$ cat src/rtl/ir_rx_fifo.sv
module ir_rx_fifo #(
  parameter int DEPTH = 16,
  parameter int AW    = 4
) (
  input  logic          clk,
  input  logic          rst_n,
  input  logic          smp_valid,
  input  logic [7:0]    smp_byte,
  input  logic          smp_pkt_end,
  input  logic          bus_rd,
  input  logic          bus_wr,
  input  logic [AW-1:0] bus_addr,
  input  logic [31:0]   bus_wdata,
  output logic [31:0]   bus_rdata,
  output logic          irq
);
  localparam int PW = $clog2(DEPTH);
  localparam int CW = PW + 1;
  localparam logic [AW-1:0] A_DATA = AW'(0);
  localparam logic [AW-1:0] A_ENA  = AW'(4);
  localparam logic [AW-1:0] A_STAT = AW'(8);
  localparam logic [CW-1:0] FULLV  = CW'(DEPTH);

  logic [7:0]    mem [DEPTH];
  logic [PW-1:0] wp, rp;
  logic [CW-1:0] cnt, thr;
  logic          en_ovf, en_pkt, en_da;
  logic          st_ovf, st_pkt, st_da;
  logic          full, empty, push, pop;
  logic [7:0]    clr;
  logic [31:0]   stat_w, ena_w, data_w;

  assign full  = cnt == FULLV;
  assign empty = cnt == '0;
  assign push  = smp_valid & ~full;
  assign pop   = bus_rd & (bus_addr == A_DATA) & ~empty;
  assign clr   = (bus_wr && bus_addr == A_STAT) ? bus_wdata[7:0] : 8'h00;

  always_ff @(posedge clk)
    if (push) mem[wp] <= smp_byte;

  always_ff @(posedge clk or negedge rst_n)
    if (!rst_n) begin
      wp  <= '0;
      rp  <= '0;
      cnt <= '0;
    end else begin
      if (push) wp <= wp + 1'b1;
      if (pop)  rp <= rp + 1'b1;
      if (push && !pop)      cnt <= cnt + 1'b1;
      else if (pop && !push) cnt <= cnt - 1'b1;
    end

  always_ff @(posedge clk or negedge rst_n)
    if (!rst_n) begin
      en_ovf <= 1'b0;
      en_pkt <= 1'b0;
      en_da  <= 1'b0;
      thr    <= '0;
    end else if (bus_wr && bus_addr == A_ENA) begin
      en_ovf <= bus_wdata[0];
      en_pkt <= bus_wdata[1];
      en_da  <= bus_wdata[4];
      thr    <= bus_wdata[8 +: CW];
    end

  always_ff @(posedge clk or negedge rst_n)
    if (!rst_n) begin
      st_ovf <= 1'b0;
      st_pkt <= 1'b0;
      st_da  <= 1'b0;
    end else begin
      st_ovf <= (st_ovf & ~clr[0]) | (smp_valid & full);
      st_pkt <= (st_pkt & ~clr[1]) | smp_pkt_end;
      st_da  <= (st_da  & ~clr[4]) | (cnt > thr);
    end

  assign data_w = empty ? 32'h0 : {24'h0, mem[rp]};
  assign ena_w  = (32'(thr) << 8) | {27'h0, en_da, 2'b00, en_pkt, en_ovf};
  assign stat_w = (32'(cnt) << 8) | {27'h0, st_da, 2'b00, st_pkt, st_ovf};

  always_comb begin
    bus_rdata = 32'h0;
    if (bus_rd)
      case (bus_addr)
        A_DATA:  bus_rdata = data_w;
        A_ENA:   bus_rdata = ena_w;
        A_STAT:  bus_rdata = stat_w;
        default: bus_rdata = 32'h0;
      endcase
  end

  assign irq = (st_ovf & en_ovf) | (st_pkt & en_pkt) | (st_da & en_da);
endmodule


$ cat config.mk
export PLATFORM = sky130hd
export DESIGN_NAME = ir_rx_fifo
export DESIGN_NICKNAME = d
export VERILOG_FILES = /design/src/rtl/ir_rx_fifo.sv
export SDC_FILE = /design/constraint.sdc
export NUM_CORES = 1
export LEC_CHECK = 0
export BUFFER_PORTS_ARGS = -buffer_cell sky130_fd_sc_hd__buf_2
export CORE_MARGIN = 2
export CORE_UTILIZATION = 52
export DETAILED_ROUTE_END_ITERATION = 6
export PLACE_DENSITY = 0.82
export SKIP_LAST_GASP = 1
export SLEW_MARGIN = 20
export SYNTH_ARGS = -nofsm -noshare
export SYNTH_HDL_FRONTEND = slang
export SYNTH_SLANG_ARGS = --single-unit
$ cat constraint.sdc
create_clock -name clk -period 2.5 [get_ports clk]
set_input_delay 0.5 -clock clk [delete_from_list [all_inputs] [get_ports clk]]
set_output_delay 0.5 -clock clk [all_outputs]
set_load 0.005 [all_outputs]
==> flow_summary.ini <==
[outcome]
status = finished with violations
violations = setup timing

[timing]
hold_violations = 0
min_period_ns = 2.78
drv_slew = 0
finalClockSkew_ns = 0.0188
max_freq_mhz = 359
worst_slew_pin_slew_ns = 0.948
slew_headroom = 0.366
setup_viol = 8
period_share = 1.11
grt_setup_unrepaired = true
fin_ws_ns = -0.282

[final_layout]
n_fill_cell = 813
mostFrequentLayoutCells = edfxtp_1 (128), buf_2 (39), mux4_2 (32), buf_4 (32), dfrtp_1 (22)
diodes = 0
mostFrequentLayoutCell = edfxtp_1
final_cells = 644
drive_gt1_frac = 0.375
nNetsFinal = 524
area_growth_pct = 19.4

[critical_path]
cp.arrival_ns = 2.28
cp_slowest_stage_delay_ns = 0.53
r2r_start = cnt[0]
crit_path_start_kind = flop
rr_worst_depth = 12
slowest_stage = mux4_2
critPathBufInv = 3
r2r_slack_ns = 0.12
cpLargestDelayFamily = multiplexers
timing.rr.end = cnt[4]
crit_required_ns = 2.00
critPathCaptureType = output pin
critical_path_class = reg2out
path_max_fanout = 11
crit_chain = buf_4, buf_16, mux4_2, mux2i_2, a211oi_1, buf_2

[synthesis]
synth_area_um2 = 6610
synth_edf_count = 128
synthArstFlopShare = 0.158
ys_seq_area_frac = 0.672
yosys.cell_types.count = 42
avgSynthCellArea_um2 = 17.4
syn_inst = 379
ys_ff_latch = 152
ys_warn_count = 0
synthFlopType = edfxtp_1

[flow_run]
cap_violations = 0

[floorplanning]
die_h_um = 117
fp.dieW_um = 117
die_area_um2 = 13600
io_pins = 83
placementRows = 41
coreArea_um2 = 12500
initial_core_util = 0.528

[clock_tree]
clock_sinks = 152
tritoncts.num_buffers = 17
clock_latency_ns = 0.43
clk_pin_slew_worst_paths_ns = 0.07
cts.path.max_buffers = 2
cts_tree = done
h-tree-depth = 4
clk_root_buffer_cell = clkbuf_16

[route]
drc = 0
wire_per_inst_um = 21.2
via_per_inst = 5.64
ant_nets = 0
drt-pass1-iter-count = 4
wl_um = 13600
drtIter0Drc = 345
num_vias = 3633

[global_routing]
grt_overflow_total = 0
grt_max_degree = 35
grt_pass1_wl_um = 20700
antenna_found_initial = 0
grt_pass1_vias = 3731
grt_usage = 0.217

[place]
hpwl_um = 8030
portBuffers = 39
routabilityCongestion = 0.813
dp.cells = 601

[power]
ir_drop_v = 0.000569
p_leak_nw = 2.82
p_total_w = 0.00847
power_density_nw_per_um2 = 1070

[hold_path]
hp-class = in2async
## report_power, final
part           total [W]  leakage, nW  switching, W  internal [W]
Sequential       0.00332         1.44      0.000214       0.00311
Clock            0.00254        0.279       0.00105       0.00149
Combinational    0.00261         1.10       0.00122       0.00139
## cell usage after synthesis (6+ instances only)
library cell    n  area share
nor2b_1         6      0.0057
xnor2_1        10       0.013
a211oi_1       12       0.014
a22oi_1         8      0.0091
buf_4          20       0.023
mux4_2         32        0.11
ha_1           14       0.026
mux2_2         12       0.020
dfrtp_1        24       0.091
inv_1          10      0.0057
edfxtp_1      128        0.58
nor2_1         18       0.010
nand2_1        19       0.011
mux2i_1         8       0.012
## timing repair
action | in CTS | in global routing
setup buffers | 7 | 2
hold buffers | 0 | 0
gates resized for setup | 13 | 4
pin swaps | 4 | 7
gates cloned | 2 | 0
endpoints found under the setup margin | 8 | 9
## per-layer routing
layer  up-vias  share of wire  GRT usage  wire, µm
met5         -              0          0         0
met2       185           0.49      0.349      6740
met1      1815           0.40      0.276      5400
li1       1604              -          -         -
met4         0          0.033      0.124       454
met3        29          0.076     0.0488      1030
## cell type report
type,count,area [µm²],share of cell area
flip-flops and latches,152,4450,0.563
multi-input cells,199,2000,0.253
repair buffers,78,596,0.0754
clock buffers,18,429,0.0543
well taps,172,215,0.0272
clock inverters,14,161,0.0204
inverters,11,48.8,0.00618
## how the worst max path moves through the flow
stage	from	to	slack [ns]	cells past startpoint
finish	rp[0]	bus_rdata[3]	-0.28	6
global placement	bus_addr[1]	cnt[4]	-0.15	13
CTS	rp[0]	bus_rdata[0]	-0.26	7
detailed placement	bus_addr[1]	cnt[4]	-0.18	13
global route	rp[0]	bus_rdata[3]	-0.35	6
floorplan	bus_addr[1]	cnt[4]	-0.04	12
## through the flow
stage	utilization	setup slack (ns)	instance area [µm²]	setup TNS (ns)	hold WS [ns]
floorplan	-	-0.0358	6730	-0.0570	0.204
global placement	0.567	-0.151	7100	-0.452	0.497
detailed placement	0.567	-0.185	7100	-0.552	0.508
CTS	0.628	-0.258	7870	-1.78	0.0680
global route	0.631	-0.348	7900	-2.30	0.110
finish	0.631	-0.282	7900	-1.66	0.0627
## logic make-up (layout without fill, tap and decap cells)
logic type | Yosys count | after routing | share of synthesized area
other cells | 1 | 19 | 0.000567
buf+inv | 46 | 121 | 0.0496
compound gates | 41 | 41 | 0.0441
flops | 152 | 152 | 0.672
fa+ha+maj | 15 | 15 | 0.0295
mux | 52 | 52 | 0.142
simple gates | 61 | 61 | 0.0481
xor+xnor | 11 | 11 | 0.0146
## sequential cells by signal, summed over array words and instances (netlist names)
signal and count:
mem 128, cnt 5, thr 5, rp 4, wp 4, en_da 1
en_ovf 1, en_pkt 1, st_da 1, st_ovf 1, st_pkt 1
Note: power is estimated with default switching activity, not from simulation.
